<file path="src/rtl/pmu_pkg.sv">
`timescale 1ns/1ps
package pmu_pkg;

    localparam int DATA_W     = 32;
    localparam int SEL_W      = 8;
    localparam int NUM_SRC    = 3;   // 0: event ctr 0, 1: event ctr 1, 2: cycle ctr

    localparam int B_EN       = 0;
    localparam int B_RST_EVT  = 1;
    localparam int B_RST_CYC  = 2;
    localparam int B_DIV      = 3;
    localparam int B_IEN      = 4;
    localparam int B_FLAG     = 8;
    localparam int B_SEL1     = 12;
    localparam int B_SEL0     = 20;

    typedef enum logic [1:0] {
        REG_CTRL  = 2'd0,
        REG_CYCLE = 2'd1,
        REG_EVT0  = 2'd2,
        REG_EVT1  = 2'd3
    } pmu_reg_e;

    typedef struct packed {
        logic [SEL_W-1:0]   sel0;
        logic [SEL_W-1:0]   sel1;
        logic [NUM_SRC-1:0] ien;
        logic               div;
        logic               en;
    } pmu_cfg_t;

    function automatic logic [DATA_W-1:0] pack_ctrl(pmu_cfg_t c, logic [NUM_SRC-1:0] f);
        logic [DATA_W-1:0] v;
        v = '0;
        v[B_EN]              = c.en;
        v[B_DIV]             = c.div;
        v[B_IEN +: NUM_SRC]  = c.ien;
        v[B_FLAG +: NUM_SRC] = f;
        v[B_SEL1 +: SEL_W]   = c.sel1;
        v[B_SEL0 +: SEL_W]   = c.sel0;
        return v;
    endfunction

    function automatic pmu_cfg_t unpack_cfg(logic [DATA_W-1:0] v);
        pmu_cfg_t c;
        c.en   = v[B_EN];
        c.div  = v[B_DIV];
        c.ien  = v[B_IEN +: NUM_SRC];
        c.sel1 = v[B_SEL1 +: SEL_W];
        c.sel0 = v[B_SEL0 +: SEL_W];
        return c;
    endfunction

endpackage

</file>
<file path="src/rtl/pmu_ctrl_reg.sv">
`timescale 1ns/1ps
module pmu_ctrl_reg
    import pmu_pkg::*;
(
    input  logic                clk,
    input  logic                rst,
    input  logic                wr,
    input  logic [DATA_W-1:0]   wdata,
    input  logic [NUM_SRC-1:0]  ovf_set,
    output pmu_cfg_t            cfg,
    output logic [NUM_SRC-1:0]  flags,
    output logic                rst_evt,
    output logic                rst_cyc
);

    pmu_cfg_t           cfg_q;
    logic [NUM_SRC-1:0] flag_q;
    logic [NUM_SRC-1:0] flag_clr;
    logic               unused_bits;

    assign unused_bits = ^{wdata[DATA_W-1:B_SEL0+SEL_W], wdata[B_FLAG+NUM_SRC], wdata[B_IEN+NUM_SRC]};

    assign rst_evt  = wr & wdata[B_RST_EVT];
    assign rst_cyc  = wr & wdata[B_RST_CYC];
    assign flag_clr = wr ? wdata[B_FLAG +: NUM_SRC] : '0;

    always_ff @(posedge clk) begin
        if (rst) begin
            cfg_q  <= '0;
            flag_q <= '0;
        end else begin
            if (wr) begin
                cfg_q <= unpack_cfg(wdata);
            end
            // a hardware set in the same cycle overrides a software clear
            flag_q <= (flag_q & ~flag_clr) | ovf_set;
        end
    end

    assign cfg   = cfg_q;
    assign flags = flag_q;

endmodule

</file>
<file path="src/rtl/pmu_event_counter.sv">
`timescale 1ns/1ps
module pmu_event_counter #(
    parameter int CNT_W   = 32,
    parameter int NUM_EVT = 19,
    parameter int SEL_W   = 8
) (
    input  logic               clk,
    input  logic               rst,
    input  logic               count_en,
    input  logic [SEL_W-1:0]   sel,
    input  logic [NUM_EVT-1:0] events,
    input  logic               load,
    input  logic [CNT_W-1:0]   load_val,
    input  logic               clear,
    output logic [CNT_W-1:0]   count,
    output logic               wrap
);

    logic             picked;
    logic             hit;
    logic [CNT_W-1:0] cnt_q;

    // codes past the last event line select nothing, which parks the counter
    always_comb begin
        picked = 1'b0;
        for (int i = 0; i < NUM_EVT; i++) begin
            if (sel == SEL_W'(i)) begin
                picked = events[i];
            end
        end
    end

    assign hit  = count_en & picked;
    assign wrap = hit & (&cnt_q) & ~load & ~clear;

    always_ff @(posedge clk) begin
        if (rst) begin
            cnt_q <= '0;
        end else if (load) begin
            cnt_q <= load_val;
        end else if (clear) begin
            cnt_q <= '0;
        end else if (hit) begin
            cnt_q <= cnt_q + 1'b1;
        end
    end

    assign count = cnt_q;

endmodule

</file>
<file path="src/rtl/pmu_cycle_counter.sv">
`timescale 1ns/1ps
module pmu_cycle_counter #(
    parameter int CNT_W = 32,
    parameter int PRE_W = 6
) (
    input  logic             clk,
    input  logic             rst,
    input  logic             count_en,
    input  logic             div_mode,
    input  logic             load,
    input  logic [CNT_W-1:0] load_val,
    input  logic             clear,
    output logic [CNT_W-1:0] count,
    output logic             wrap
);

    logic [PRE_W-1:0] pre_q;
    logic [CNT_W-1:0] cnt_q;
    logic             step;

    assign step = count_en & (~div_mode | (&pre_q));
    assign wrap = step & (&cnt_q) & ~load & ~clear;

    always_ff @(posedge clk) begin
        if (rst || clear) begin
            pre_q <= '0;
        end else if (count_en && div_mode) begin
            pre_q <= pre_q + 1'b1;
        end
    end

    always_ff @(posedge clk) begin
        if (rst) begin
            cnt_q <= '0;
        end else if (load) begin
            cnt_q <= load_val;
        end else if (clear) begin
            cnt_q <= '0;
        end else if (step) begin
            cnt_q <= cnt_q + 1'b1;
        end
    end

    assign count = cnt_q;

endmodule

</file>
<file path="src/rtl/perf_mon_unit.sv">
`timescale 1ns/1ps
module perf_mon_unit
    import pmu_pkg::*;
#(
    parameter int CNT_W   = 32,
    parameter int NUM_EVT = 19,
    parameter int PRE_W   = 6
) (
    input  logic               clk,
    input  logic               rst,
    input  logic               reg_wr_en,
    input  logic [1:0]         reg_addr,
    input  logic [31:0]        reg_wdata,
    output logic [31:0]        reg_rdata,
    input  logic [NUM_EVT-1:0] events_i,
    output logic               irq_o
);

    localparam int NUM_EVT_CTR = 2;

    pmu_reg_e           addr;
    pmu_cfg_t           cfg;
    logic [NUM_SRC-1:0] flags;
    logic [NUM_SRC-1:0] ovf_set;
    logic               rst_evt;
    logic               rst_cyc;
    logic               wr_ctrl;
    logic               wr_cyc;
    logic               cfg_en;
    logic [CNT_W-1:0]   cyc_cnt;
    logic [CNT_W-1:0]   evt_cnt [NUM_EVT_CTR];
    logic [SEL_W-1:0]   evt_sel [NUM_EVT_CTR];
    logic [CNT_W-1:0]   evt_cnt0;
    logic [CNT_W-1:0]   evt_cnt1;
    logic [CNT_W-1:0]   load_val;

    assign addr     = pmu_reg_e'(reg_addr);
    assign wr_ctrl  = reg_wr_en && (addr == REG_CTRL);
    assign wr_cyc   = reg_wr_en && (addr == REG_CYCLE);
    assign load_val = reg_wdata[CNT_W-1:0];
    assign cfg_en   = cfg.en;
    assign evt_sel[0] = cfg.sel0;
    assign evt_sel[1] = cfg.sel1;

    pmu_ctrl_reg u_ctrl (
        .clk     (clk),
        .rst     (rst),
        .wr      (wr_ctrl),
        .wdata   (reg_wdata),
        .ovf_set (ovf_set),
        .cfg     (cfg),
        .flags   (flags),
        .rst_evt (rst_evt),
        .rst_cyc (rst_cyc)
    );

    for (genvar g = 0; g < NUM_EVT_CTR; g++) begin : g_evt
        logic wr_this;
        assign wr_this = reg_wr_en && (addr == pmu_reg_e'(REG_EVT0 + g));

        pmu_event_counter #(
            .CNT_W   (CNT_W),
            .NUM_EVT (NUM_EVT),
            .SEL_W   (SEL_W)
        ) u_cnt (
            .clk      (clk),
            .rst      (rst),
            .count_en (cfg.en),
            .sel      (evt_sel[g]),
            .events   (events_i),
            .load     (wr_this),
            .load_val (load_val),
            .clear    (rst_evt),
            .count    (evt_cnt[g]),
            .wrap     (ovf_set[g])
        );
    end

    pmu_cycle_counter #(
        .CNT_W (CNT_W),
        .PRE_W (PRE_W)
    ) u_cyc (
        .clk      (clk),
        .rst      (rst),
        .count_en (cfg.en),
        .div_mode (cfg.div),
        .load     (wr_cyc),
        .load_val (load_val),
        .clear    (rst_cyc),
        .count    (cyc_cnt),
        .wrap     (ovf_set[2])
    );

    assign evt_cnt0 = evt_cnt[0];
    assign evt_cnt1 = evt_cnt[1];

    always_comb begin
        case (addr)
            REG_CTRL:  reg_rdata = pack_ctrl(cfg, flags);
            REG_CYCLE: reg_rdata = DATA_W'(cyc_cnt);
            REG_EVT0:  reg_rdata = DATA_W'(evt_cnt0);
            default:   reg_rdata = DATA_W'(evt_cnt1);
        endcase
    end

    assign irq_o = |(flags & cfg.ien);

endmodule

</file>
<file path="config.mk">
export PLATFORM = sky130hd
export DESIGN_NAME = perf_mon_unit
export DESIGN_NICKNAME = d
export VERILOG_FILES = /design/src/rtl/pmu_pkg.sv /design/src/rtl/pmu_ctrl_reg.sv /design/src/rtl/pmu_event_counter.sv /design/src/rtl/pmu_cycle_counter.sv /design/src/rtl/perf_mon_unit.sv
export SDC_FILE = /design/constraint.sdc
export NUM_CORES = 1
export LEC_CHECK = 0
export ABC_AREA = 1
export BUFFER_PORTS_ARGS = -buffer_cell sky130_fd_sc_hd__buf_4
export CELL_PAD_IN_SITES_DETAIL_PLACEMENT = 1
export CELL_PAD_IN_SITES_GLOBAL_PLACEMENT = 2
export CORE_MARGIN = 10
export CORE_UTILIZATION = 33
export CTS_CLUSTER_DIAMETER = 200
export CTS_CLUSTER_SIZE = 24
export DETAILED_ROUTE_END_ITERATION = 12
export GPL_ROUTABILITY_DRIVEN = 0
export GPL_TIMING_DRIVEN = 0
export PLACE_DENSITY_LB_ADDON = 0.15
export SLEW_MARGIN = 5
export SYNTH_ARGS = -nofsm -noshare
export SYNTH_HDL_FRONTEND = slang
export SYNTH_HIERARCHICAL = 1
export SYNTH_SLANG_ARGS = --single-unit
</file>
<file path="constraint.sdc">
create_clock -name clk -period 2.7 [get_ports clk]
set_input_delay 0.54 -clock clk [delete_from_list [all_inputs] [get_ports clk]]
set_output_delay 0.54 -clock clk [all_outputs]
set_load 0.005 [all_outputs]
</file>
==> metrics list <==
- The run finished with clean final reports.
- Number of synthesized flops with an enable pin: 0
- DR pass1 iterations: 6
- In this run the vertical extent of the chip is 195.7 um.
* Maximum clock insertion buffer count: 2
- Syn Nets: 1,752
- Share of the yosys chip area belonging to registers: 24.77%
- The most used flip-flop cell after synthesis is dfxtp_1.
- Hold violation total from the final report: 0
* Summed instance area of the synthesized netlist: 10,180 um^2
* Area of the die: 38,280 um^2
- Number of instances in the synthesized netlist: 1,692
- Class of the worst hold path: primary input to flop
* Post-synthesis cell type with the largest combined area: dfxtp_1
- The floorplan step set the die width to 195.7 um.
- The initialized floorplan defines 64 standard-cell rows.
* Core Footprint: 30,510 um^2
- After synthesis, the largest area contributor takes up 24.77% of total cell area.
- The Yosys step of the flow raised 6 warnings.
- Cell internal power dissipation: 0.003965 W
- Counting flops and latches in the post-synthesis netlist gives 126.
- After filler insertion, the fill cell instance count of the layout stands at 4,098.
* Register clock-pin slew on the reported worst setup and hold paths: 0.07 ns
- GRT Residual Overflow: 0
- Total routing usage reported by global routing: 26.12%
- After clock tree synthesis, the flow added hold-fix buffers numbering 0.
* 1st-iter DRT viols: 977
- Via count normalized by instance count: 5.555
* Number of buffers created by CTS: 17
* Post-synthesis cell type count: 44
* Sequential cell area in the final layout: 2539 um^2
- The routed design could run at a clock period as short as 2.584 ns.
* Layout overhead on the synthesized area: 19.06%
- For this run, asynchronously set or reset flops after synthesis account for 0%.
- CTS tree: yes
- Mean instance size in the synthesized netlist: 6.018 um^2
- Buffer type at the clock tree root: clkbuf_16
- The analysis attributes to net switching a power of 0.002051 W.
* Arrival time of the worst setup path: 2.94 ns
- In this run switching power makes up 34.09% of total power.
- Largest net degree at the start of global routing: 17
- Part of the power in combinational logic: 21.5%
* Slew Viols, Final: 0
- Total power after layout: 0.006016 W
- Cell with the most instances after synthesis: nand2_1
* Number of DRC violations after detailed routing: 0
- Wires add up to 51,260 um.
- Vias: 12,270
- Along the worst path, the maximum fanout reaches 10.
* Period utilization: 95.70%
- Layout net count: 1,860
- Measured against its own limit, the worst slew margin works out to 49.05%.
- Fraction of the core area covered by cells at the end of the flow: 39.74%
- Sequential share of power: 36.8%
- The detail route stage leaves a number of antenna-violating nets equal to 0.
- For this run, the top clock speed supported by timing is 387.0 MHz.
- Total Neg Setup Slack: 0 ns
- CTS sink cnt: 126
- Data on the critical path is required at its endpoint by 3.06 ns.
- Cell Pwr Density: 496.3 nW/um^2
- Maximum capacitance violations: 0
* Clock network power share: 41.7%
- WL/cell: 23.21 um
* Wire length of the first global-routing pass: 77,170 um
- Once the floorplan was initialized, standard cells occupied 33.37% of the core.
- Diodes inserted: 0
- Multi-input gate area: 6544 um^2
- Peak VDD IR: 0.4041 mV
* Startpoint kind of the worst setup timing path: primary input
* HPWL after detailed placement: 39,690 um
- At the later pin of the worst-skew pair, clock insertion delay measures 0.44 ns.
* Worst Skew: 0.01170 ns
* Ratio of cells with drive above 1 in the final layout: 18.53%
* Biggest area contributors in the synthesized netlist: dfxtp_1 25%, nand2_1 17%, nand3_1 9.4%
- The initial antenna violation count is 0.
* Most common library cells after synthesis: 448 x nand2_1, 192 x nand3_1, 187 x nor2_1
* Port bufs: 86
- I/O pin cnt: 89
* Crit Path Category: primary input to flop
- Element type at the critical path end: flop
- Via count of the first global-routing pass: 12,400
* Number of H-tree levels: 4
* LEAKAGE: 5.175 nW
- Number of failing setup endpoints in the final timing report: 0
* Slew of the pin with the lowest slew margin: 0.7642 ns
==> worst max-delay path, cell delays in order <==
cell	delay [ns]
buf_6	0.16
buf_4	0.20
nor3_1	0.08
buf_6	0.17
buf_6	0.15
nand2_1	0.09
inv_1	0.11
nor2_1	0.20
clkbuf_1	0.47
clkbuf_1	0.44
a21oi_1	0.17
nor2_1	0.14
==> worst paths after layout <==
check,startpoint,endpoint,slack (ns),cells past startpoint
max,reg_addr[1],g_evt[1].u_cnt/count[0],0.12,12
max reg2reg,g_evt[1].u_cnt/count[0],u_ctrl/flags[1],0.13,15
min reg2reg,u_cyc/pre_q[5],u_cyc/pre_q[5],0.47,2
min,reg_wdata[3],u_ctrl/cfg[1],0.42,3
==> cells by family (layout without fill, tap and decap cells) <==
group | count (synthesis) | after routing | synth area share, %
and+or+nand+nor | 997 | 997 | 45.32
xor gates and xnor gates | 1 | 1 | 0.08603
DFF | 126 | 126 | 24.77
AOI/OAI and AO/OA | 309 | 309 | 17.12
buffers and inverters | 255 | 376 | 12.21
adders and majority gates | 4 | 4 | 0.4915
==> metrics by stage <==
stage	cell area (um^2)	setup WS [ns]	hold slack, ns	instances
after detailed placement	11320	-0.8446	0.4631	2174
after floorplan	10180	0.2013	0.4386	1692
after CTS	12000	0.0004885	0.4105	2208
final	12120	0.1160	0.4250	2209
after global placement	11320	-0.7883	0.4503	2174
after global routing	12120	-0.02626	0.4240	2209
==> power by group through the flow <==
stage	Sequential (W)	Clock [W]	Combinational, W
2_1_floorplan	0.00214	0	0.000785
3_3_place_gp	0.00224	0	0.00123
3_5_place_dp	0.00225	0	0.00125
4_1_cts	0.00221	0.00254	0.00126
5_1_grt	0.00223	0.00263	0.00141
6_report	0.00222	0.00251	0.00129
==> cell type report <==
type                    instances  area share [%]
plain buffers                  89           5.181
clock buffers                  20           3.767
clock inverters                12           1.311
inverters                     166           5.222
multi-input cells            1311           53.98
flip-flops and latches        126           20.94
well taps                     396           4.087
repair buffers                 89           5.511
==> repair_timing <==
item / 4_1_cts / 5_1_grt
pin swaps: 2 / 7
gates resized for setup: 13 / 50
setup buffers: 2 / 1
setup endpoints to repair: 41 / 60
==> flip-flops by register name, summed over array words and instances, names as in the netlist <==
register / cells
g_evt.u_cnt/count: 64
u_ctrl/cfg: 21
u_ctrl/flags: 3
u_cyc/count: 32
u_cyc/pre_q: 6
==> cell usage in the layout (no fill, tap or decap), drive strengths merged <==
cell,count
xor2,1
a22o,2
ha,4
and2,1
nor3b,1
clkinv,4
bufinv,3
or2,6
buf,148
nor4,12
o31ai,8
inv,169
nor3,33
o21ai,110
nand3b,2
nor2,211
dfxtp,126
clkbuf,50
a21oi,152
nand2,464
a32o,14
nand3,230
clkinvlp,2
a22oi,14
o21bai,6
a31oi,3
nand4,37
==> routing by layer <==
metal	part of all wire [%]	wire length (um)	GRT usage, %
met5	0	0	0
met2	46	23770	42.61
met4	3.6	1855	10.18
met3	5.8	2973	4.604
met1	44	22660	33.47
Note: power is estimated with default switching activity, not from simulation.
